[src/rtl/lcd_init_pkg.sv]
package lcd_init_pkg;

  localparam int unsigned INIT_LEN = 17;

  typedef enum logic [2:0] {
    PH_POWER,
    PH_RESET,
    PH_RECOVER,
    PH_CONFIG,
    PH_STREAM
  } phase_t;

  // Bring-up command list, one entry per step of the sequence
  function automatic logic [7:0] init_byte(input logic [4:0] idx);
    case (idx)
      5'd0:    return 8'hE2;
      5'd1:    return 8'hEB;
      5'd2:    return 8'h23;
      5'd3:    return 8'h29;
      5'd4:    return 8'h24;
      5'd5:    return 8'h89;
      5'd6:    return 8'hC6;
      5'd7:    return 8'hA0;
      5'd8:    return 8'h81;
      5'd9:    return 8'h5A;
      5'd10:   return 8'h2F;
      5'd11:   return 8'h40;
      5'd12:   return 8'hB0;
      5'd13:   return 8'h10;
      5'd14:   return 8'h00;
      5'd15:   return 8'hA6;
      5'd16:   return 8'hAF;
      default: return 8'h00;
    endcase
  endfunction

  function automatic int unsigned longest(input int unsigned a, input int unsigned b,
                                          input int unsigned c);
    int unsigned m;
    m = (a > b) ? a : b;
    return (m > c) ? m : c;
  endfunction

  // Cycles that chip select spends low for one byte
  function automatic int unsigned byte_cycles(input int unsigned half);
    return 16 * half;
  endfunction

endpackage

[src/rtl/lcd_cmd_rom.sv]
module lcd_cmd_rom
  import lcd_init_pkg::*;
(
  input  logic [4:0] idx,
  output logic [7:0] cmd
);
  always_comb cmd = init_byte(idx);
endmodule

[src/rtl/lcd_serial_tx.sv]
module lcd_serial_tx #(
  parameter int unsigned HALF_DIV = 25
) (
  input  logic       clk,
  input  logic       rst_n,
  input  logic       start,
  input  logic [7:0] din,
  input  logic       cd_in,
  output logic       busy,
  output logic       done,
  output logic       cs_n,
  output logic       cd,
  output logic       sck,
  output logic       sda
);
  localparam int unsigned DW = $clog2(HALF_DIV + 1);

  logic [7:0]    sh;
  logic [2:0]    bit_q;
  logic [DW-1:0] div;
  logic          sck_q;
  logic          cd_q;
  logic          done_q;
  logic          half_tick;

  assign half_tick = busy && (div == DW'(HALF_DIV - 1));

  always_ff @(posedge clk or negedge rst_n) begin
    if (!rst_n) begin
      busy   <= 1'b0;
      sh     <= '0;
      bit_q  <= '0;
      div    <= '0;
      sck_q  <= 1'b0;
      cd_q   <= 1'b0;
      done_q <= 1'b0;
    end else begin
      done_q <= 1'b0;
      if (!busy) begin
        if (start) begin
          busy  <= 1'b1;
          sh    <= din;
          cd_q  <= cd_in;
          bit_q <= '0;
          div   <= '0;
          sck_q <= 1'b0;
        end
      end else if (half_tick) begin
        div <= '0;
        if (!sck_q) begin
          sck_q <= 1'b1;
        end else begin
          sck_q <= 1'b0;
          if (bit_q == 3'd7) begin
            busy   <= 1'b0;
            done_q <= 1'b1;
          end else begin
            bit_q <= bit_q + 3'd1;
            sh    <= {sh[6:0], 1'b0};
          end
        end
      end else begin
        div <= div + DW'(1);
      end
    end
  end

  assign done = done_q;
  assign cs_n = !busy;
  assign cd   = cd_q;
  assign sck  = sck_q;
  assign sda  = busy ? sh[7] : 1'b0;
endmodule

[src/rtl/lcd_init_seq.sv]
module lcd_init_seq
  import lcd_init_pkg::*;
#(
  parameter int unsigned POWER_WAIT_CYC = 500000,
  parameter int unsigned RST_LOW_CYC    = 500,
  parameter int unsigned RECOVER_CYC    = 250000,
  parameter int unsigned SCK_HALF_CYC   = 25
) (
  input  logic       clk,
  input  logic       rst_n,
  input  logic [7:0] in_data,
  input  logic       in_valid,
  output logic       in_ready,
  output logic       init_done,
  output logic       lcd_cs_n,
  output logic       lcd_rst_n,
  output logic       lcd_cd,
  output logic       lcd_sck,
  output logic       lcd_sda,
  output logic [1:0] lcd_ps,
  output logic       lcd_rd,
  output logic       lcd_wr
);
  localparam int unsigned LONGEST = longest(POWER_WAIT_CYC, RST_LOW_CYC, RECOVER_CYC);
  localparam int unsigned CW      = $clog2(LONGEST + 1);

  phase_t        phase;
  logic [CW-1:0] cnt;
  logic [CW-1:0] limit;
  logic [4:0]    idx;
  logic [7:0]    rom_byte;

  // Named internal events
  logic timer_expired;
  logic cmd_start;
  logic data_start;
  logic last_cmd;
  logic tx_busy;
  logic tx_done;
  logic tx_start;
  logic [7:0] tx_byte;

  lcd_cmd_rom u_rom (.idx(idx), .cmd(rom_byte));

  always_comb begin
    case (phase)
      PH_POWER:   limit = CW'(POWER_WAIT_CYC - 1);
      PH_RESET:   limit = CW'(RST_LOW_CYC - 1);
      PH_RECOVER: limit = CW'(RECOVER_CYC - 1);
      default:    limit = '0;
    endcase
  end

  assign timer_expired = (cnt == limit);
  assign last_cmd      = (idx == 5'(INIT_LEN - 1));
  assign cmd_start     = (phase == PH_CONFIG) && !tx_busy && !tx_done;
  assign in_ready      = (phase == PH_STREAM) && !tx_busy;
  assign data_start    = in_valid && in_ready;
  assign tx_start      = cmd_start || data_start;
  assign tx_byte       = (phase == PH_STREAM) ? in_data : rom_byte;

  always_ff @(posedge clk or negedge rst_n) begin
    if (!rst_n) begin
      phase <= PH_POWER;
      cnt   <= '0;
      idx   <= '0;
    end else begin
      case (phase)
        PH_POWER, PH_RESET, PH_RECOVER: begin
          if (timer_expired) begin
            cnt <= '0;
            if (phase == PH_POWER)      phase <= PH_RESET;
            else if (phase == PH_RESET) phase <= PH_RECOVER;
            else                        phase <= PH_CONFIG;
          end else begin
            cnt <= cnt + CW'(1);
          end
        end
        PH_CONFIG: begin
          if (tx_done) begin
            if (last_cmd) phase <= PH_STREAM;
            else          idx   <= idx + 5'd1;
          end
        end
        default: ;
      endcase
    end
  end

  lcd_serial_tx #(.HALF_DIV(SCK_HALF_CYC)) u_tx (
    .clk   (clk),
    .rst_n (rst_n),
    .start (tx_start),
    .din   (tx_byte),
    .cd_in (phase == PH_STREAM),
    .busy  (tx_busy),
    .done  (tx_done),
    .cs_n  (lcd_cs_n),
    .cd    (lcd_cd),
    .sck   (lcd_sck),
    .sda   (lcd_sda)
  );

  assign lcd_rst_n = (phase != PH_RESET);
  assign init_done = (phase == PH_STREAM);
  assign lcd_ps    = 2'b00;
  assign lcd_rd    = 1'b0;
  assign lcd_wr    = 1'b0;
endmodule

[config.mk]
export PLATFORM = sky130hd
export DESIGN_NAME = lcd_init_seq
export DESIGN_NICKNAME = d
export VERILOG_FILES = /design/src/rtl/lcd_init_pkg.sv /design/src/rtl/lcd_cmd_rom.sv /design/src/rtl/lcd_serial_tx.sv /design/src/rtl/lcd_init_seq.sv
export SDC_FILE = /design/constraint.sdc
export NUM_CORES = 1
export LEC_CHECK = 0
export BUFFER_PORTS_ARGS = -buffer_cell sky130_fd_sc_hd__buf_4
export CORE_MARGIN = 4
export CORE_UTILIZATION = 54
export DETAILED_ROUTE_END_ITERATION = 10
export PLACE_DENSITY = 0.74
export SETUP_SLACK_MARGIN = 0.15
export SLEW_MARGIN = 20
export SYNTH_ARGS = -nofsm -noshare
export SYNTH_HDL_FRONTEND = slang
export SYNTH_SLANG_ARGS = --single-unit
[constraint.sdc]
create_clock -name clk -period 2.08 [get_ports clk]
set_clock_uncertainty 0.1 [all_clocks]
set_input_delay 0.312 -clock clk [delete_from_list [all_inputs] [get_ports clk]]
set_output_delay 0.312 -clock clk [all_outputs]
set_load 0.1 [all_outputs]
# Yosys cells after proc, flatten, opt, wreduce, memory -nomap -nowiden
# Memories as Yosys holds them, arrays and structs flattened.
# Cells that the tools add are included.
# op_classes
add_sub_neg	4
eq_ne	15
muxes	36
bitwise	2
n_reduce_logical	17
# op_table
cell	count
one-hot mux 19 bit (3 select lines)	1
two-way mux 8 bit	6
two-way mux 3 bit	8
adder 19 x 1 -> 19 bit (second input constant)	1
== test 19 bit	1
two-way mux 19 bit	1
two-way mux 1 bit	15
two-way mux 5 bit	3
adder 5 x 1 -> 5 bit (second input constant)	2
== test 5 bit (second input constant)	2
inequality test 2 bit (second input constant)	5
AND reduction 4 bit	2
== test 3 x 2 -> 1 bit (second input constant)	2
== test 3 bit (second input constant)	2
one-hot mux 3 bit (2 select lines)	1
logical AND 1 bit	5
AND reduction 2 bit	2
nonzero test 2 bit	2
adder 3 x 1 -> 3 bit (second input constant)	1
== test 3 x 1 -> 1 bit (second input constant)	1
logical NOT 3 bit	1
inequality test 3 x 1 -> 1 bit (second input constant)	1
AND reduction 3 bit	1
OR reduction 3 bit	1
5 further kinds	7
# totals
regBits	47
romBits	256
in_bits	11
output_inout_bits	11
word_cells	85
mem_count	1
# mem_list
memory	words	word_bits	read_ports	rd_clocked_by_memory_dff	write_ports	line_no	source
(no name shown)	32	8	1	0	0	lcd_init_pkg.sv:15	case (idx)

# Longest topological paths before layout
# logic_depth
word_depth	6
ltp_mapped	9
mapped_depth_nobuf	7

# Hierarchy
# Synthesis repeated with hierarchy kept, for this count alone.
# hier_totals
hier_cells	327
area_unflattened_um2	3100.5
# modules_own_cells
module	instances	cells_per_inst	area_each_um2	seq_area_each_um2
lcd_init_seq	1	187	1729.2	675.6
lcd_serial_tx	1	96	1039.7	500.5
lcd_cmd_rom	1	44	331.6	0.0

# Least setup slack after synthesis
# OpenSTA, ideal clock, no wires.
# synth_path
path_type	register -> register
start	reg phase[1]
end	reg u_tx.cd_q (netlist: u_tx.cd)
setup_time_ns	0.070
arrival_ns	2.398
required_ns	1.910
setup_slack_ns	-0.488
path_stages_with_launch	6
n_path_buf	1
synth_period_minus_slack_ns	2.568
cell_sequence	dfrtp_1 > buf_6 > nor2_1 > nand2_2 > nor2_1 > a22o_1
# synth_between
elab_chain_cells	5
word_cells_on_any_way	8
cone_classes	eq/ne (2); reduce/logical (6)
# synth_lines
element	line_no	source
start, declared	lcd_init_seq.sv:27	phase_t phase;
start signal, assigned	lcd_init_seq.sv:64	phase <= PH_POWER;
start signal, assigned	lcd_init_seq.sv:72	if (phase == PH_POWER) phase <= PH_RESET;
start signal, assigned	lcd_init_seq.sv:73	else if (phase == PH_RESET) phase <= PH_RECOVER;
== test 3 bit	lcd_init_seq.sv:57	assign in_ready = (phase == PH_STREAM) && !tx_busy;
logical AND 1 bit	lcd_init_seq.sv:57	
named net in_ready	lcd_init_seq.sv:13	output logic in_ready,
logical AND 1 bit	lcd_init_seq.sv:58	assign data_start = in_valid && in_ready;
logical OR 1 bit	lcd_init_seq.sv:59	assign tx_start = cmd_start || data_start;
AND reduction 2 bit (no source line)	-	
end signal, assigned	lcd_serial_tx.sv:43	cd_q <= cd_in;
end, declared	lcd_serial_tx.sv:22	logic cd_q;
# The timed path passes the listed nets, and every way through them passes these cells.
# A chain may end at the register's enable or synchronous reset.

# Worst setup path in the final report
# layout_path
start	reg phase[2]
end	reg phase[1]
# layout_between
elab_chain_cells	5
word_cells_on_any_way	15
cone_classes	eq/ne (7); mux (4); reduce/logical (4)
# layout_lines
element	line_no	source
== test 3 x 2 -> 1 bit (tied with other cells)	lcd_init_seq.sv:46, lcd_init_seq.sv:68	
one-hot mux 19 bit (3 select lines)	lcd_init_seq.sv:46	case (phase)
== test 19 bit	lcd_init_seq.sv:54	assign timer_expired = (cnt == limit);
inequality test 2 bit (no source line)	-	
AND reduction 4 bit (no source line)	-	
# Parallel ways exist; a longest one is shown, timed or not. The select of a mux whose other input is x is not followed.

==> parameters.txt <==
Parameter                              Value

Outcome
  Status ... finished, violations left
  Violated checks ... setup timing

Layout
  Fraction of layout cells with a size suffix above 1 ... 33.2%
  Area taken by multi-input logic gates ... 0.00187 mm2
  Most frequent standard cell in the layout excluding fill and tap cells ... buf_4
  Relative area change from synthesis to final layout ... 31.1%
  Leading cell types in the layout, fill and taps excluded ... buf_4 (53), dfrtp_1 (43), nand2_1 (32)
  Register cell area after layout ... 0.00118 mm2
  Fill count ... 398
  # diodes ... 0
  Utilization after layout ... 74.3%
  Nets ... 397

STA
  Worst setup margin ... -0.0688 ns
  Total of endpoints with negative setup slack in the final report ... 10
  Final cycle utilization of the critical path ... 103%
  Setup repair after global routing missed its margin ... yes
  Max Clk Rate ... 0.465 GHz
  Number of failing hold endpoints at the final stage ... 0
  Transition time at the pin with the least slew margin ... 0.600 ns
  Sum of negative setup slack ... -0.223 ns
  Max_slew headroom ... 60.0%
  Final critical delay including setup and external delays ... 2.15 ns
  Final Max Slew Viols ... 0

Setup path
  Critical-path maximum fanout ... 8
  Critical Path Start Type ... register
  Worst stage delay on the critical path ... 0.45 ns
  Kind of end point of the critical path ... register
  Critical path arrival ... 2.27 ns
  CP required ... 2.21 ns
  Critical path class ... register to register
  Critical Path, Cell by Cell ... or3b_4 > mux2i_1 > a2111o_1 > a211oi_4 > buf_6 > a31o_1
  Slowest stage cell on the critical path ... dfrtp_2

Floorplan
  Vertical die dimension ... 81.9 um
  Core box area ... 0.00520 mm2
  Cell row count ... 26
  Number of top-level pins ... 22
  Area enclosed by the die boundary ... 0.00671 mm2
  Die boundary width ... 81.9 um
  Effective utilization at floorplan ... 56.7%

Clock tree
  Maximum root-to-sink buffer count ... 2
  Clock insertion delay at the later pin of the skew report ... 0.30 ns
  Clock slew at reported path FFs ... 0.09 ns
  TritonCTS buffer count ... 5
  Total clock sinks ... 47
  Maximum level of the CTS H-tree ... 2
  Cell at the root of the clock tree ... clkbuf_8
  TritonCTS clock tree ... built

Pwr
  Switching power summed over all nets ... 344 uW
  Gate power share ... 4.0%
  Worst-case vdd ir drop ... 0.000284 V
  PD cells ... 421 mW/mm2
  Leak Pwr ... 0.00167 uW
  Switching share of total power ... 21.1%
  Part of the total power dissipated in sequential elements ... 56.0%
  Cell Int Power ... 1290 uW
  Clock network fraction of design power ... 40.0%

Logic synthesis
  Mapped Area ... 0.00295 mm2
  Post-synthesis adder-cell area fraction ... 4.24%
  Ys flop type ... dfrtp_1
  Count of yosys warnings during synthesis ... 0
  Register area share after synthesis ... 39.9%
  Syn avg cell area ... 9.24 um2
  Fraction of the mapped netlist area in compound gates ... 18.9%
  Ys async rst share ... 100%
  Post-synth top area cell ... dfrtp_1
  Area share of the largest cell type after synthesis ... 39.9%
  Number of unique standard cell types used by synthesis ... 56
  Count of flip-flops with a built-in enable after synthesis ... 0
  Top cells by area in the synthesized netlist ... dfrtp_1 (40%), ha_1 (4.2%), nand2_1 (4.1%), xnor2_1 (3.9%), a21oi_2 (3.6%)
  Cell count after synthesis ... 319
  Area share of xor/xnor cells in the synthesized design ... 6.83%
  Simple-Gate Fraction of Synth Area ... 20.7%
  Fraction of synthesized area in multiplexers ... 4.29%
  Flops & latches, synth ... 47
  Combinational family with the most area after synthesis ... simple AND/OR/NAND/NOR gates

Global route
  Gr ovfl total ... 0
  Wire length of the first global-routing pass ... 11.0 mm
  Maximum number of pins on one net before global-route repair ... 48
  All-Layer GR Usage ... 21.4%
  Number of antenna violations at the first check in global routing ... 0
  Via count of the first global-routing pass ... 2,407

Place
  # port buffers ... 17
  Post-Place Setup Slack ... -0.0456 ns
  Last weighted congestion value of the routability-driven placer ... 0.883
  Sum of net half-perimeters after detailed placement ... 4.67 mm

Hold path
  Type of the tightest min-delay check ... input pin to register

Job
  Max Cap Viol ... 0

Drt
  Via count normalized by instance count ... 5.66
  Post-Route WL ... 6.97 mm
  Detail-routed net length per standard cell ... 15.6 um
  Drc violations ... 0
  Number of optimization iterations in the first detailed-route pass ... 4
  Via Count ... 2,528
  Antenna violation net count after detailed routing ... 0
  Starting DRT DRC Count ... 166
[timing repair]
action / CTS / global route
hold endpoints to repair: 47 / 0
gates resized for setup: 13 / 46
setup endpoints to repair: 30 / 34
pin swaps: 4 / 13
setup buffers: 3 / 7
hold buffers: 1 / 0
[cells in the mapped netlist, drive strengths merged (4+ instances only)]
library cell	instances
a21oi	21
nor3	8
xor2	10
xnor2	13
o211ai	4
a211oi	4
nand4	4
o21ai	20
and2	5
mux2i	7
inv	14
dfrtp	47
clkbuf	8
nand2b	6
a211o	4
nand3	15
a31oi	7
nor2	26
ha	10
nand2	33
buf	9
[area by class of cell]
| type | instances | area share (%) |
|---|---|---|
| Multi-Input combinational cell | 244 | 48.5 |
| Sequential cell | 47 | 30.6 |
| Timing Repair Buffer | 64 | 14.2 |
| Clock buffer | 7 | 1.97 |
| Clock inverter | 1 | 0.776 |
| Inverter | 14 | 1.68 |
| Tap cell | 70 | 2.26 |
[worst max-delay path: cells and delay by family (launching register included)]
kind | cells | cell delay [ns]
compound gates | 3 | 0.76
flops | 1 | 0.45
simple gates | 1 | 0.42
buf+inv | 1 | 0.19
mux | 1 | 0.15
[power groups by stage]
stage	logic, uW	registers (uW)	clock network (uW)
final	65.1	913	652
after global routing	70.5	913	709
after CTS	66.5	913	678
after detailed placement	65.1	931	0
after global placement	64.7	931	0
after floorplan	37.2	931	0
[stage by stage]
step	std cells	power, uW	cell area, um2	hold WS (ns)
3_5_place_dp	428	996	3420	0.259
6_report	447	1630	3870	0.169
5_1_grt	447	1690	3870	0.162
4_1_cts	440	1660	3600	0.163
2_1_floorplan	322	969	3030	-0.0836
3_3_place_gp	428	996	3420	0.257
[routing by layer]
layer | part of all wire [%] | GRT usage (%) | vias up
met3 | 3.1 | 3.18 | 16
met4 | 2.4 | 7.97 | 0
met2 | 50 | 34.8 | 49
met5 | 0 | 0 | -
met1 | 44 | 28.7 | 1223
li1 | - | - | 1240
[cells by family (layout without fill, tap and decap cells)]
| group | count (synthesis) | after routing |
|---|---|---|
| xor+xnor | 23 | 23 |
| other cells | 1 | 4 |
| buf+inv | 31 | 86 |
| compound gates | 77 | 77 |
| fa+ha+maj | 10 | 10 |
| simple gates | 119 | 119 |
| flops | 47 | 47 |
| mux | 11 | 11 |
[registers in the layout, summed over array words and instances (netlist names)]
register,cells
u_tx.sck,1
idx,5
u_tx.div,5
u_tx.done,1
u_tx.sh,8
u_tx.cd,1
cnt,19
u_tx.busy,1
phase,3
u_tx.bit_q,3
[final timing paths]
kind	startpoint	endpoint	slack (ns)	depth (start not counted)
max in group asynchronous	rst_n	u_tx.sck	0.97	2
min in group asynchronous	rst_n	u_tx.sh[1]	0.45	2
worst min-delay path	in_valid	u_tx.cd	0.17	2
worst max register to register	phase[2]	phase[1]	-0.07	6
worst min register to register	u_tx.cd	u_tx.cd	0.41	1
worst max-delay path	phase[2]	phase[1]	-0.07	6
Power figures use the tool's default switching activity.
